$ cat src/rtl/modtmr_pkg.sv
package modtmr_pkg;

  typedef enum logic [1:0] {
    REG_MOD  = 2'd0,
    REG_CHAN = 2'd1,
    REG_CTRL = 2'd2,
    REG_CLR  = 2'd3
  } reg_sel_e;

  localparam int SEL_W       = 3;
  localparam int CTRL_EN_BIT = 3;
  localparam int CLR_OVF_BIT = 0;
  localparam int CLR_CMP_BIT = 1;

  // prescaler code to log2 of the division ratio, saturating at max_log2
  function automatic int code_to_log2(input logic [SEL_W-1:0] code, input int max_log2);
    int k;
    k = int'(code);
    return (k > max_log2) ? max_log2 : k;
  endfunction

endpackage

$ cat src/rtl/modtmr_regfile.sv
module modtmr_regfile
  import modtmr_pkg::*;
#(
  parameter int CNT_W = 16
) (
  input  logic             clk_i,
  input  logic             rst_i,
  input  logic             wr_en_i,
  input  logic [1:0]       wr_addr_i,
  input  logic [CNT_W-1:0] wr_data_i,
  output logic [CNT_W-1:0] mod_q,
  output logic [CNT_W-1:0] chan_q,
  output logic [SEL_W-1:0] sel_q,
  output logic             en_q,
  output logic             mod_wr,
  output logic             clr_ovf,
  output logic             clr_cmp
);

  reg_sel_e sel_reg;
  assign sel_reg = reg_sel_e'(wr_addr_i);

  assign mod_wr  = wr_en_i && (sel_reg == REG_MOD);
  assign clr_ovf = wr_en_i && (sel_reg == REG_CLR) && wr_data_i[CLR_OVF_BIT];
  assign clr_cmp = wr_en_i && (sel_reg == REG_CLR) && wr_data_i[CLR_CMP_BIT];

  always_ff @(posedge clk_i) begin
    if (rst_i) begin
      mod_q  <= '1;
      chan_q <= '0;
      sel_q  <= '0;
      en_q   <= 1'b0;
    end else if (wr_en_i) begin
      case (sel_reg)
        REG_MOD:  mod_q  <= wr_data_i;
        REG_CHAN: chan_q <= wr_data_i;
        REG_CTRL: begin
          sel_q <= wr_data_i[SEL_W-1:0];
          en_q  <= wr_data_i[CTRL_EN_BIT];
        end
        default: ;
      endcase
    end
  end

endmodule

$ cat src/rtl/modtmr_prescaler.sv
module modtmr_prescaler
  import modtmr_pkg::*;
#(
  parameter int MAX_LOG2 = 6
) (
  input  logic             clk_i,
  input  logic             rst_i,
  input  logic             en_i,
  input  logic             restart_i,
  input  logic [SEL_W-1:0] sel_i,
  output logic             tick_o
);

  localparam int PC_W = (MAX_LOG2 < 1) ? 1 : MAX_LOG2;

  logic [PC_W-1:0] pc_q;
  logic [PC_W-1:0] mask;
  int              lg;

  always_comb begin
    lg = code_to_log2(sel_i, MAX_LOG2);
    for (int i = 0; i < PC_W; i++) begin
      mask[i] = (i < lg);
    end
  end

  assign tick_o = en_i && ((pc_q & mask) == mask);

  always_ff @(posedge clk_i) begin
    if (rst_i || restart_i) begin
      pc_q <= '0;
    end else if (en_i) begin
      pc_q <= pc_q + 1'b1;
    end
  end

endmodule

$ cat src/rtl/modtmr_counter.sv
module modtmr_counter #(
  parameter int CNT_W = 16
) (
  input  logic             clk_i,
  input  logic             rst_i,
  input  logic             tick_i,
  input  logic             restart_i,
  input  logic [CNT_W-1:0] mod_i,
  input  logic [CNT_W-1:0] chan_i,
  output logic [CNT_W-1:0] cnt_o,
  output logic             wrap_evt_o,
  output logic             match_evt_o
);

  logic [CNT_W-1:0] cnt_q;
  logic [CNT_W-1:0] cnt_nxt;
  logic             at_top;

  assign at_top  = (cnt_q == mod_i);
  assign cnt_nxt = at_top ? '0 : cnt_q + 1'b1;

  // events are evaluated against the live compare value (no shadow copy)
  assign wrap_evt_o  = tick_i && !restart_i && at_top;
  assign match_evt_o = tick_i && !restart_i && (cnt_nxt == chan_i);

  always_ff @(posedge clk_i) begin
    if (rst_i || restart_i) begin
      cnt_q <= '0;
    end else if (tick_i) begin
      cnt_q <= cnt_nxt;
    end
  end

  assign cnt_o = cnt_q;

endmodule

$ cat src/rtl/modtmr_outstage.sv
module modtmr_outstage (
  input  logic clk_i,
  input  logic rst_i,
  input  logic wrap_evt_i,
  input  logic match_evt_i,
  input  logic clr_ovf_i,
  input  logic clr_cmp_i,
  output logic pwm_o,
  output logic ovf_o,
  output logic cmp_o
);

  always_ff @(posedge clk_i) begin
    if (rst_i) begin
      pwm_o <= 1'b0;
      ovf_o <= 1'b0;
      cmp_o <= 1'b0;
    end else begin
      if (match_evt_i) begin
        pwm_o <= 1'b0;
      end else if (wrap_evt_i) begin
        pwm_o <= 1'b1;
      end
      ovf_o <= (ovf_o && !clr_ovf_i) || wrap_evt_i;
      cmp_o <= (cmp_o && !clr_cmp_i) || match_evt_i;
    end
  end

endmodule

$ cat src/rtl/modtmr_pwm_chan.sv
module modtmr_pwm_chan
  import modtmr_pkg::*;
#(
  parameter int CNT_W    = 16,
  parameter int MAX_LOG2 = 6
) (
  input  logic             clk_i,
  input  logic             rst_i,
  input  logic             wr_en_i,
  input  logic [1:0]       wr_addr_i,
  input  logic [CNT_W-1:0] wr_data_i,
  output logic             pwm_o,
  output logic             ovf_flag_o,
  output logic             cmp_flag_o
);

  logic [CNT_W-1:0] mod_val;
  logic [CNT_W-1:0] chan_val;
  logic [SEL_W-1:0] ps_sel;
  logic             en;
  logic             mod_wr;
  logic             clr_ovf;
  logic             clr_cmp;
  logic             tick;
  logic [CNT_W-1:0] cnt;
  logic             wrap_evt;
  logic             match_evt;

  modtmr_regfile #(.CNT_W(CNT_W)) regs_i (
    .clk_i     (clk_i),
    .rst_i     (rst_i),
    .wr_en_i   (wr_en_i),
    .wr_addr_i (wr_addr_i),
    .wr_data_i (wr_data_i),
    .mod_q     (mod_val),
    .chan_q    (chan_val),
    .sel_q     (ps_sel),
    .en_q      (en),
    .mod_wr    (mod_wr),
    .clr_ovf   (clr_ovf),
    .clr_cmp   (clr_cmp)
  );

  modtmr_prescaler #(.MAX_LOG2(MAX_LOG2)) pre_i (
    .clk_i     (clk_i),
    .rst_i     (rst_i),
    .en_i      (en),
    .restart_i (mod_wr),
    .sel_i     (ps_sel),
    .tick_o    (tick)
  );

  modtmr_counter #(.CNT_W(CNT_W)) ctr_i (
    .clk_i       (clk_i),
    .rst_i       (rst_i),
    .tick_i      (tick),
    .restart_i   (mod_wr),
    .mod_i       (mod_val),
    .chan_i      (chan_val),
    .cnt_o       (cnt),
    .wrap_evt_o  (wrap_evt),
    .match_evt_o (match_evt)
  );

  modtmr_outstage out_i (
    .clk_i       (clk_i),
    .rst_i       (rst_i),
    .wrap_evt_i  (wrap_evt),
    .match_evt_i (match_evt),
    .clr_ovf_i   (clr_ovf),
    .clr_cmp_i   (clr_cmp),
    .pwm_o       (pwm_o),
    .ovf_o       (ovf_flag_o),
    .cmp_o       (cmp_flag_o)
  );

endmodule

$ cat config.mk
export PLATFORM = sky130hd
export DESIGN_NAME = modtmr_pwm_chan
export DESIGN_NICKNAME = d
export VERILOG_FILES = /design/src/rtl/modtmr_pkg.sv /design/src/rtl/modtmr_regfile.sv /design/src/rtl/modtmr_prescaler.sv /design/src/rtl/modtmr_counter.sv /design/src/rtl/modtmr_outstage.sv /design/src/rtl/modtmr_pwm_chan.sv
export SDC_FILE = /design/constraint.sdc
export NUM_CORES = 1
export LEC_CHECK = 0
export BUFFER_PORTS_ARGS = -buffer_cell sky130_fd_sc_hd__buf_2
export CAP_MARGIN = 20
export CORE_MARGIN = 2
export CORE_UTILIZATION = 68
export CTS_BUF_LIST = sky130_fd_sc_hd__clkbuf_4 sky130_fd_sc_hd__clkbuf_8
export CTS_CLUSTER_DIAMETER = 30
export DETAILED_ROUTE_END_ITERATION = 8
export GPL_TIMING_DRIVEN = 0
export PLACE_DENSITY = 0.88
export SLEW_MARGIN = 10
export SYNTH_ARGS = -nofsm -noshare
export SYNTH_HDL_FRONTEND = slang
export SYNTH_SLANG_ARGS = --single-unit
$ cat constraint.sdc
create_clock -name clk_i -period 4.9 [get_ports clk_i]
set_input_delay 0.98 -clock clk_i [delete_from_list [all_inputs] [get_ports clk_i]]
set_output_delay 0.98 -clock clk_i [all_outputs]
set_load 0.1 [all_outputs]
* Word level (Yosys, flattened, before mapping)
Cells that the tools add are included.
Cells by class: bitwise logic cells 1, equality and inequality tests 6, magnitude comparators 7, reductions and logical operators 21, add/subtract/negate cells 2, muxes and demuxes 2
Operator list (number):
- 3-bit by 32-bit < comparator with 1-bit output, first input constant | 2
- 4-bit by 32-bit < comparator with 1-bit output, first input constant | 2
- 16-bit equality test | 2
- 1-bit by 32-bit < comparator with 1-bit output, first input constant | 1
- 2-bit by 32-bit < comparator with 1-bit output, first input constant | 1
- 16-bit by 1-bit adder with 16-bit output, second input constant | 1
- 16-bit 2-to-1 mux | 1
- 1-bit logical AND | 10
- 6-bit by 1-bit adder with 6-bit output, second input constant | 1
- 6-bit bitwise AND | 1
- 6-bit equality test | 1
- 2-bit AND reduction | 3
- 2-bit equality test, second input constant | 2
- 3-bit > comparator, second input constant | 1
- 1-bit logical NOT | 3
- 1-bit logical OR | 3
- 3-bit 2-to-1 mux | 1
- 2-bit by 1-bit equality test with 1-bit output, second input constant | 1
- 2-bit logical NOT | 1
- 2-bit OR reduction | 1
Word-level totals: register bits 61

* Depth between registers and ports, before layout
Gate-level depths: netlist of the first run.
word-level depth 9, gate-level depth with buffers 9, depth with buffers taken out 8

* Cells and area by module
A second synthesis of the first run with hierarchy kept.
Second synthesis, totals: cell total of the unflattened synthesis 425, area total of the unflattened synthesis 3713.6 um2
Modules (own cells, without submodules):
- modtmr_counter | times used 1, cells an instance 220, area each 1750.4 um2
- modtmr_regfile | times used 1, cells an instance 156, area each 1542.7 um2
- modtmr_prescaler | times used 1, cells an instance 38, area each 321.6 um2
- modtmr_outstage | times used 1, cells an instance 11, area each 98.8 um2

* Worst setup path before layout of the first run
No wires, ideal clock.
kind input to register, start point in wr_addr_i[0], end point reg regs_i.mod_q[10], buffers on the path 2, cell stages on the path 5, required time 4.771 ns, library setup time 0.129 ns, arrival 2.310 ns, path slack 2.460 ns, cell sequence nor3b_1 buf_1 buf_1 mux2i_1 nand2_1
Between the ends: word-level cells in the longest chain between the ends 2
RTL lines:
- from (decl) | RTL line modtmr_pwm_chan.sv:10 | input logic [1:0] wr_addr_i,
- 2-bit logical NOT | RTL line modtmr_regfile.sv:34 | case (sel_reg)
- 2-bit AND reduction (no line)
- to (signal assigned) | RTL line modtmr_regfile.sv:35 | REG_MOD: mod_q <= wr_data_i;
- to (decl) | RTL line modtmr_regfile.sv:11 | output logic [CNT_W-1:0] mod_q,
Every way passes these cells. A chain may end at the register's enable or synchronous reset.

* Worst setup path in the final report of the first run
start point reg ctr_i.cnt_q[1], in the netlist ctr_i.cnt_o[1], end point reg out_i.cmp_o
Between the ends: word-level cells in the longest chain between the ends 5, elaborated cells between the ends (all ways) 6
RTL lines:
- from (decl) | RTL line modtmr_counter.sv:15 | logic [CNT_W-1:0] cnt_q;
- from (signal assigned) | RTL line modtmr_counter.sv:30 | cnt_q <= cnt_nxt;
- 16-bit by 1-bit adder with 16-bit output / 16-bit equality test (equally long branches) | RTL line modtmr_counter.sv:20, modtmr_counter.sv:19
- 16-bit 2-to-1 mux (*) | RTL line modtmr_counter.sv:20 | assign cnt_nxt = at_top ? '0 : cnt_q + 1'b1;
- 16-bit equality test (*) | RTL line modtmr_counter.sv:24 | assign match_evt_o = tick_i && !restart_i && (cnt_nxt == chan_i);
- 1-bit logical AND (*) | RTL line modtmr_counter.sv:24
- 1-bit logical OR (*) | RTL line modtmr_outstage.sv:25 | cmp_o <= (cmp_o && !clr_cmp_i) || match_evt_i;
- to (signal assigned) | RTL line modtmr_outstage.sv:25
- to (decl) | RTL line modtmr_outstage.sv:10 | output logic cmp_o
Every way passes the cells marked *; elsewhere a longest branch is shown, timed or not.

==> impl_metrics.csv, run 1 <==
group,metric,value,unit
status,run_status,"completed",
sta,slack_of_the_critical_path,2.07,ns
power_and_ir_drop,leakagePower,1.50,nW
clock_network,cts.sinks,61,
drt,detail-route-antenna-nets,0,
clock_network,postCtsSetupRepairBufs,0,
synth,syn_inst,409,
place,gp_congestion,0.862,
clock_network,path_clk_slew,0.07,ns
clock_network,clock-root-buffer,"clkbuf_8",
cells_and_area,post-route-cell-area,3970,um2
critical_path,critPathKind,"flop to flop",
synth,synth_simple_gate_area_share,29.8,%
floorplanning,rows,26,
sta,max-slew-margin-rel,50.2,%
synth,adder_and_majority_cell_fraction_of_the_synthesized_area,0.703,%
sta,final-max-slew-violation-count,0,
synth,synth_edf_count,0,
drt,vias_per_cell,6.13,
place,dp_cells,502,
clock_network,clk-insertion-delay-late,0.35,ns
clock_network,cts_max_level,3,
floorplanning,core_area,5070,um2
grt,antenna_found_initial,0,
critical_path,reg2reg_depth,9,
grt,grt_pass1_wl,14600,um
synth,synthFlopType,"dfxtp_1",
grt,globalRoute.totalOverflow,0,
cells_and_area,num-fill-cells,343,
synth,postSynth.asyncResetShare,0,%
place,number_of_buffers_added_on_ports,23,
floorplanning,die_h,76.4,um
grt,first_global_vias,2992,
grt,grt_util_all_layers,31.6,%
clock_network,holdBufCountCts,0,
cells_and_area,final-instance-count-excl-fill,518,
synth,synth.net_count,432,
synth,synth_compound_area_share,12.8,%
sta,fin_crit_sh,57.8,%
clock_network,clk_path_buf_depth,2,
critical_path,timing.rr.end,"out_i.cmp_o",
cells_and_area,area_growth_syn_to_layout,11.5,%
synth,syn_avg_cell_area,8.70,um2
place,place_area,3760,um2
critical_path,worst-endpoint-arrival,3.12,ns
clock_network,cts_resizes,0,
sta,grt_setup_unrepaired,"no",
critical_path,startpoint_type,"flop",
place,pre_cts_slack,1.93,ns
floorplanning,die_area,5830,um2
sta,finalHoldViolCount,0,
synth,synth_xor_xnor_area_share,10.7,%
drt,route.detailed.wl_per_inst,16.8,um
sta,max_freq,353,MHz
worst_hold_path,timing.hold.worst_path_depth,2,
sta,worst_clock_skew,0.0117,ns
synth,postSynthRegisterBits,61,
worst_hold_path,hold_start,"regs_i.chan_q[6]",
flow_run,max_cap_violation_count,0,
sta,worst_slew_pin_slew,0.747,ns
floorplanning,top_level_ports,24,
synth,synth_seq_area_share,34.3,%
cells_and_area,diodes_inserted,0,
grt,largest_net_degree_at_the_start_of_global_routing,12,
critical_path,crit_path_end_kind,"flop",
synth,yosys-mux-area-fraction,6.50,%
power_and_ir_drop,irDropWorstVdd,0.214,mV
sta,timing.final.crit_period,2.83,ns
drt,totalWireLength,8700,um
critical_path,worst-path-max-fanout,10,
synth,synth_cell_types,59,
critical_path,reg2reg_setup_slack,2.07,ns
drt,drt-pass1-iter-count,5,
clock_network,tritoncts,"done",
critical_path,worst_reg2reg_path_startpoint,"ctr_i.cnt_o[1]",
synth,combinational_family_with_the_most_area_after_synthesis,"simple AND/OR/NAND/NOR gates",
power_and_ir_drop,power-per-cell-area,267,nW/um2
drt,drtIter0Drc,427,
cells_and_area,layout.nets,466,
sta,setup_viol,0,
power_and_ir_drop,power.total,1.06,mW
place,hpwlAfterDp,6280,um
drt,dr_total_vias,3175,
floorplanning,die-width,76.4,um
worst_hold_path,endpoint_of_the_worst_hold_timing_path,"regs_i.chan_q[6]",
clock_network,cts-buffers-inserted,9,
sta,finalSetupTns,0,ns
synth,yosys_warnings,0,
synth,post_synth_instance_area,3560,um2
floorplanning,start_util,70.1,%
worst_hold_path,min-delay-path-class,"flop to flop",
drt,drcViolationCount,0,
critical_path,timing.critical_path.required,5.19,ns
cells_and_area,layout-drive-gt1-share,17.0,%
==> per-layer routing <==
layer	up-vias	part of all wire, %	wire length, um	track usage [%]
met5	-	0	0	0
met1	1496	44	3790	43.4
met4	0	2.9	249	13.3
met3	29	7.9	691	5.09
met2	150	46	3960	49.7
li1	1500	-	-	-
==> critical path, cell delays in order (launching register included) <==
cell and delay, ns:
dfxtp_1 0.51, ha_1 0.41, nand3_4 0.16, buf_6 0.17, nor3_2 0.31, xor2_1 0.30, mux2_1 0.37, o32ai_1 0.14
o211a_1 0.25, a31o_1 0.16
==> worst max path at each step <==
stage / start / end / depth (start not counted)
floorplan: wr_addr_i[0] / regs_i.mod_q[10] / 5
global placement: wr_addr_i[0] / regs_i.mod_q[8] / 6
detailed placement: wr_addr_i[0] / regs_i.mod_q[8] / 6
CTS: ctr_i.cnt_o[1] / out_i.cmp_o / 9
global route: ctr_i.cnt_o[1] / out_i.pwm_o / 9
finish: ctr_i.cnt_o[1] / out_i.cmp_o / 9
==> Yosys cell counts (10+ instances only) <==
| cell type | instances | area, um2 |
|---|---|---|
| a21oi_1 | 33 | 165 |
| clkbuf_1 | 10 | 37.5 |
| dfxtp_1 | 61 | 1220 |
| mux2i_1 | 22 | 220 |
| nand2_1 | 62 | 233 |
| nand3b_1 | 12 | 90.1 |
| nor2_1 | 39 | 146 |
| nor3_1 | 11 | 55.1 |
| o21ai_0 | 18 | 90.1 |
| xnor2_1 | 14 | 123 |
| xor2_1 | 25 | 219 |
==> flip-flops by register name, summed over array words and instances (netlist names) <==
signal / flops
out_i.cmp_o: 1
regs_i.en_q: 1
regs_i.chan_q: 16
pre_i.pc_q: 6
out_i.ovf_o: 1
out_i.pwm_o: 1
regs_i.mod_q: 16
regs_i.sel_q: 3
ctr_i.cnt_o: 16
==> cell usage in the layout (no fill, tap or decap), types with 3 or more instances in the layout <==
cell	n
nor4_4	8
xor2_1	25
dfxtp_1	61
nand2b_1	3
clkbuf_8	10
buf_4	4
clkbuf_1	10
a22oi_1	3
buf_2	29
nor2_1	39
nor3b_1	3
nand3_1	6
nand4_1	8
nand3b_1	12
inv_1	3
o21ai_0	18
mux2i_1	22
and3_1	3
or3_1	3
nand2_1	62
o21a_1	3
a21oi_1	33
xnor2_1	14
nor3_1	11
buf_6	6
==> cell families after synthesis <==
family	count (synthesis)
and+or+nand+nor	176
AOI/OAI and AO/OA	74
DFF	61
xor gates and xnor gates	41
buffers and inverters	32
muxes	23
adders and majority gates	2
==> power by group <==
part	leakage, nW	switching [mW]	internal (mW)	total, mW
registers	0.495	0.0103	0.506	0.517
logic	0.898	0.0487	0.0321	0.0808
clock network	0.103	0.207	0.255	0.462
==> stage by stage <==
stage	utilization, %	hold WS [ns]
floorplan	-	0.441
detailed placement	74.1	0.483
CTS	78.2	0.489
global placement	74.1	0.469
finish	78.2	0.489
global route	78.2	0.522
==> area by class of cell <==
cell class	instances	area, um2	share of cell area, %
clock buffer	11	145	3.66
buffer	28	173	4.35
clock inverter	5	60.1	1.51
inverter	4	15.0	0.378
timing repair buffer	23	115	2.90
multi-input combinational	316	2150	54.2
tap	70	87.6	2.21
sequential	61	1220	30.8
Note: power is estimated with default switching activity, not from simulation.
==> run 2, diff against run 1 <==
--- a/config.mk
+++ b/config.mk
@@ -8,12 +8,12 @@
 export BUFFER_PORTS_ARGS = -buffer_cell sky130_fd_sc_hd__buf_2
 export CAP_MARGIN = 20
 export CORE_MARGIN = 2
-export CORE_UTILIZATION = 68
+export CORE_UTILIZATION = 63
 export CTS_BUF_LIST = sky130_fd_sc_hd__clkbuf_4 sky130_fd_sc_hd__clkbuf_8
 export CTS_CLUSTER_DIAMETER = 30
 export DETAILED_ROUTE_END_ITERATION = 8
 export GPL_TIMING_DRIVEN = 0
-export PLACE_DENSITY = 0.88
+export PLACE_DENSITY = 0.83
 export SLEW_MARGIN = 10
 export SYNTH_ARGS = -nofsm -noshare
 export SYNTH_HDL_FRONTEND = slang
==> constraint.sdc (replaced) <==
create_clock -name clk_i -period 2.9 [get_ports clk_i]
set_input_delay 0.58 -clock clk_i [delete_from_list [all_inputs] [get_ports clk_i]]
set_output_delay 0.58 -clock clk_i [all_outputs]
set_load 0.1 [all_outputs]
==> run 2 against run 1 <==
  * Final area grew 0.76%
  * Global-route usage is 2.1 points lower
  * Core utilization down 5.1 points
  * Routed wire length decreased by 1.1%
  * Highest routed layer unchanged
  * Clock skew shrank 0.0037 ns
==> impl_metrics.csv, run 2 (same netlist as run 1, synthesis figures left out) <==
group,metric,value,unit
status,run_status,"completed",
sta,final-max-slew-violation-count,0,
clock_network,cts_resizes,0,
place,place_area,3760,um2
clock_network,cts-buffers-inserted,9,
cells_and_area,layout_common_cells,"nand2_1, dfxtp_1, nor2_1",
floorplanning,die_area,6270,um2
cells_and_area,final_common_cell,"nand2_1",
grt,first_global_vias,2948,
cells_and_area,layout.nets,466,
clock_network,postCtsSetupRepairBufs,0,
sta,finalHoldWorstSlack,0.464,ns
place,pre_cts_slack,0.239,ns
flow_run,max_cap_violation_count,0,
floorplanning,rows,27,
clock_network,path_clk_slew,0.07,ns
clock_network,tritoncts,"done",
grt,antenna_found_initial,0,
cells_and_area,layout-drive-gt1-share,16.8,%
floorplanning,die-width,79.2,um
drt,vias_per_cell,6.08,
critical_path,timing.critical_path.required,3.12,ns
cells_and_area,final-instance-count-excl-fill,519,
place,number_of_buffers_added_on_ports,23,
sta,finalHoldViolCount,0,
power_and_ir_drop,power_frac_comb,7.1,%
power_and_ir_drop,leakagePower,1.51,nW
sta,fin_crit_sh,94.8,%
place,gp_congestion,0.864,
grt,globalRoute.totalOverflow,0,
sta,worst_clock_skew,0.00801,ns
drt,drtIter0Drc,265,
drt,totalWireLength,8600,um
grt,largest_net_degree_at_the_start_of_global_routing,11,
clock_network,clk-insertion-delay-late,0.34,ns
critical_path,slowest_stage,"dfxtp_1",
critical_path,cell_family_with_most_cp_delay,"flip-flops",
critical_path,critPathKind,"flop to flop",
clock_network,cts_max_level,3,
power_and_ir_drop,power_switching_share,23.0,%
place,hpwlAfterDp,6200,um
floorplanning,core_area,5470,um2
grt,grt_util_all_layers,29.5,%
drt,drcViolationCount,0,
critical_path,worst-endpoint-arrival,2.97,ns
cells_and_area,post-route-cell-area,4000,um2
clock_network,cts.sinks,61,
critical_path,crit_path_end_kind,"flop",
floorplanning,start_util,65.0,%
sta,worst_slew_pin_slew,0.692,ns
drt,drt-pass1-iter-count,5,
power_and_ir_drop,power_share_of_the_clock_group,46.9,%
clock_network,clk_path_buf_depth,2,
critical_path,cpPeakStageDelay,0.52,ns
power_and_ir_drop,power.total,1.90,mW
place,dp_cells,504,
critical_path,crit_path_cell_trace,"ha_1, nand3_4, buf_6, nor3_2, xor2_1, mux2_1, o32ai_1, o211a_1, a21oi_1",
power_and_ir_drop,power-per-cell-area,474,nW/um2
worst_hold_path,min-delay-path-class,"primary input to flop",
power_and_ir_drop,power.switching,436,uW
critical_path,cp.buffers_inverters,1,
sta,slack_of_the_critical_path,0.152,ns
power_and_ir_drop,internal-power,1.46,mW
critical_path,worst-path-max-fanout,10,
power_and_ir_drop,seqPwrFrac,46.1,%
critical_path,startpoint_type,"flop",
clock_network,holdBufCountCts,0,
drt,dr_total_vias,3156,
sta,grt_setup_unrepaired,"no",
power_and_ir_drop,irDropWorstVdd,0.417,mV
drt,route.detailed.wl_per_inst,16.6,um
floorplanning,die_h,79.2,um
floorplanning,top_level_ports,24,
cells_and_area,diodes_inserted,0,
sta,max_freq,364,MHz
sta,setup_viol,0,
clock_network,clock-root-buffer,"clkbuf_8",
sta,max-slew-margin-rel,53.9,%
sta,timing.final.crit_period,2.75,ns
cells_and_area,post-route-util,73.0,%
grt,grt_pass1_wl,14200,um
drt,detail-route-antenna-nets,0,
cells_and_area,area_growth_syn_to_layout,12.3,%
sta,finalSetupTns,0,ns
[run 2: routing by layer]
layer  global-route usage [%]  vias to the layer above  part of all wire [%]
met5                        0                        -                     0
met4                     14.5                        0                   2.7
met3                     5.57                       27                   5.7
met2                     47.4                      119                    47
met1                     38.1                     1512                    45
li1                         -                     1498                     -
[run 2: final timing paths]
path | startpoint | to | slack (ns) | cells after the start
worst max-delay path | ctr_i.cnt_o[1] | out_i.pwm_o | 0.15 | 9
worst min-delay path | wr_data_i[15] | regs_i.mod_q[15] | 0.46 | 3
worst max register to register | ctr_i.cnt_o[1] | out_i.pwm_o | 0.15 | 9
worst min register to register | out_i.ovf_o | out_i.ovf_o | 0.49 | 2
[run 2: area by class of cell]
cell class | count | area [um2]
Clock inverter | 3 | 67.6
Sequential cell | 61 | 1220
Inverter | 4 | 15.0
Buffer | 28 | 173
Fill cell | 433 | 1480
Tap cell | 72 | 90.1
Timing Repair Buffer | 23 | 115
Clock buffer | 12 | 165
Multi-Input combinational cell | 316 | 2150
[run 2: power groups by stage]
stage                     Combinational [mW]  Sequential, mW  Clock [mW]
final                                  0.134           0.873       0.888
after global routing                   0.148           0.874       0.921
after CTS                              0.133           0.872       0.884
after detailed placement               0.132           0.891           0
after global placement                 0.127           0.890           0
after floorplan                       0.0893           0.886           0
[run 2: worst min-delay path: cells and delay by family]
kind | cells | cell delay (ns)
buf+inv | 1 | 0.09
mux | 1 | 0.06
simple gates | 1 | 0.06
==> run 3, diff against run 2 <==
--- a/config.mk
+++ b/config.mk
@@ -7,9 +7,10 @@
 export LEC_CHECK = 0
 export BUFFER_PORTS_ARGS = -buffer_cell sky130_fd_sc_hd__buf_2
 export CAP_MARGIN = 20
+export CORE_ASPECT_RATIO = 0.7
 export CORE_MARGIN = 2
 export CORE_UTILIZATION = 63
-export CTS_BUF_LIST = sky130_fd_sc_hd__clkbuf_4 sky130_fd_sc_hd__clkbuf_8
+export CTS_BUF_LIST = sky130_fd_sc_hd__clkbuf_4
 export CTS_CLUSTER_DIAMETER = 30
 export DETAILED_ROUTE_END_ITERATION = 8
 export GPL_TIMING_DRIVEN = 0
==> run 3 against run 2 <==
  * Fmax fell by 1.8%
  * Clock power fell by 19%
  * Sequential share of layout area rose by 0.49 points
  * Largest power group is now registers
==> impl_metrics.csv, run 3 (same netlist as run 1, synthesis figures left out) <==
group,metric,value,unit
status,run_status,"completed",
drt,route.detailed.wl_per_inst,17.3,um
critical_path,worst_reg2reg_path_startpoint,"ctr_i.cnt_o[1]",
sta,worst_clock_skew,0.0113,ns
clock_network,clk-insertion-delay-late,0.44,ns
clock_network,path_clk_slew,0.12,ns
worst_hold_path,hold_start,"rst_i",
floorplanning,top_level_ports,24,
cells_and_area,diodes_inserted,0,
floorplanning,die-width,93.8,um
clock_network,clk_path_buf_depth,2,
critical_path,reg2reg_setup_slack,0.10,ns
grt,grt_pass1_wl,14300,um
place,number_of_buffers_added_on_ports,23,
critical_path,startpoint_type,"flop",
sta,grt_setup_unrepaired,"no",
critical_path,worst-endpoint-arrival,3.19,ns
place,place_area,3760,um2
clock_network,cts-buffers-inserted,9,
grt,antenna_found_initial,0,
cells_and_area,layout.nets,466,
cells_and_area,multi_input_area,2150,um2
floorplanning,die_area,6280,um2
grt,grt_util_all_layers,30.8,%
cells_and_area,area_growth_syn_to_layout,10.5,%
sta,finalHoldViolCount,0,
floorplanning,rows,22,
clock_network,cts_max_level,3,
critical_path,worst-path-max-fanout,10,
drt,drt-pass1-iter-count,5,
floorplanning,die_h,66.9,um
drt,detail-route-antenna-nets,0,
sta,max_freq,357,MHz
power_and_ir_drop,leakagePower,1.48,nW
sta,setup_viol,0,
grt,first_global_vias,2793,
sta,max-slew-margin-rel,52.4,%
critical_path,crit_path_end_kind,"flop",
place,hpwlAfterDp,6580,um
drt,vias_per_cell,6.07,
worst_hold_path,min-delay-path-class,"primary input to flop",
drt,dr_total_vias,3158,
drt,drtIter0Drc,266,
floorplanning,start_util,66.7,%
sta,timing.final.crit_period,2.80,ns
cells_and_area,seq_area,1220,um2
cells_and_area,post-route-cell-area,3940,um2
cells_and_area,layout_common_cells,"nand2_1, dfxtp_1, nor2_1",
drt,drcViolationCount,0,
clock_network,tritoncts,"done",
place,gp_congestion,0.889,
critical_path,timing.critical_path.required,3.29,ns
sta,worst_slew_pin_slew,0.713,ns
sta,final-max-slew-violation-count,0,
drt,totalWireLength,9010,um
grt,largest_net_degree_at_the_start_of_global_routing,13,
clock_network,holdBufCountCts,0,
sta,fin_crit_sh,96.5,%
power_and_ir_drop,power-per-cell-area,438,nW/um2
cells_and_area,layout-drive-gt1-share,17.0,%
critical_path,setup.worst_path.start,"ctr_i.cnt_o[1]",
sta,finalSetupTns,0,ns
power_and_ir_drop,irDropWorstVdd,0.398,mV
clock_network,postCtsSetupRepairBufs,0,
place,dp_cells,504,
clock_network,clock-root-buffer,"clkbuf_4",
cells_and_area,final_common_cell,"nand2_1",
cells_and_area,num-fill-cells,406,
cells_and_area,final-instance-count-excl-fill,520,
power_and_ir_drop,power.total,1.73,mW
floorplanning,core_area,5340,um2
cells_and_area,post-route-util,73.7,%
clock_network,cts_resizes,0,
critical_path,critPathKind,"flop to flop",
clock_network,cts.sinks,61,
flow_run,max_cap_violation_count,0,
grt,globalRoute.totalOverflow,0,
## run 3: changes by cell type in the layout (fill, tap and decap cells not counted)
cell        previous run  this run
clkinv_4               0         3
clkbuf_8              12         0
clkbuf_4               0        10
inv_6                  0         1
clkinvlp_4             1         0
## run 3: final timing paths
| path | endpoint | cells past startpoint |
|---|---|---|
| setup reg to reg | out_i.cmp_o | 9 |
| hold / removal | regs_i.chan_q[11] | 2 |
| setup / recovery | out_i.cmp_o | 9 |
| hold reg to reg | regs_i.chan_q[15] | 2 |
## run 3: layout make-up
| cell class | count | area share, % |
|---|---|---|
| Buffer | 28 | 4.39 |
| Tap cell | 72 | 2.29 |
| Multi-Input combinational cell | 316 | 54.7 |
| Clock inverter | 6 | 2.42 |
| Inverter | 4 | 0.382 |
| Clock buffer | 10 | 1.91 |
| Sequential cell | 61 | 31.0 |
| Timing Repair Buffer | 23 | 2.93 |
## run 3: critical path, cell delays in order, from the launching register on
cell and delay (ns):
dfxtp_1 0.56, ha_1 0.43, nand3_4 0.16, buf_6 0.17
nor3_2 0.32, xor2_1 0.28, mux2_1 0.35, o32ai_1 0.12
o211a_1 0.22, a31o_1 0.15
## run 3: power by group
| part | internal, mW | total, mW | leakage [nW] | switching [mW] |
|---|---|---|---|---|
| clock | 0.366 | 0.717 | 0.0912 | 0.351 |
| sequential | 0.856 | 0.873 | 0.495 | 0.0179 |
| combinational | 0.0542 | 0.135 | 0.898 | 0.0805 |
## run 3: layer usage
metal / vias up / track usage, % / wire length (um)
met5: - / 0 / 0
met4: 0 / 9.96 / 149
met3: 15 / 6.45 / 703
met2: 138 / 46.4 / 3880
met1: 1499 / 43.9 / 4280
li1: 1506 / - / -
## run 3: per-stage QoR
step,hold WS [ns],setup slack (ns)
CTS,0.337,0.140
floorplan,0.441,0.559
global route,0.344,0.0373
detailed placement,0.461,0.166
global placement,0.460,0.243
finish,0.347,0.100
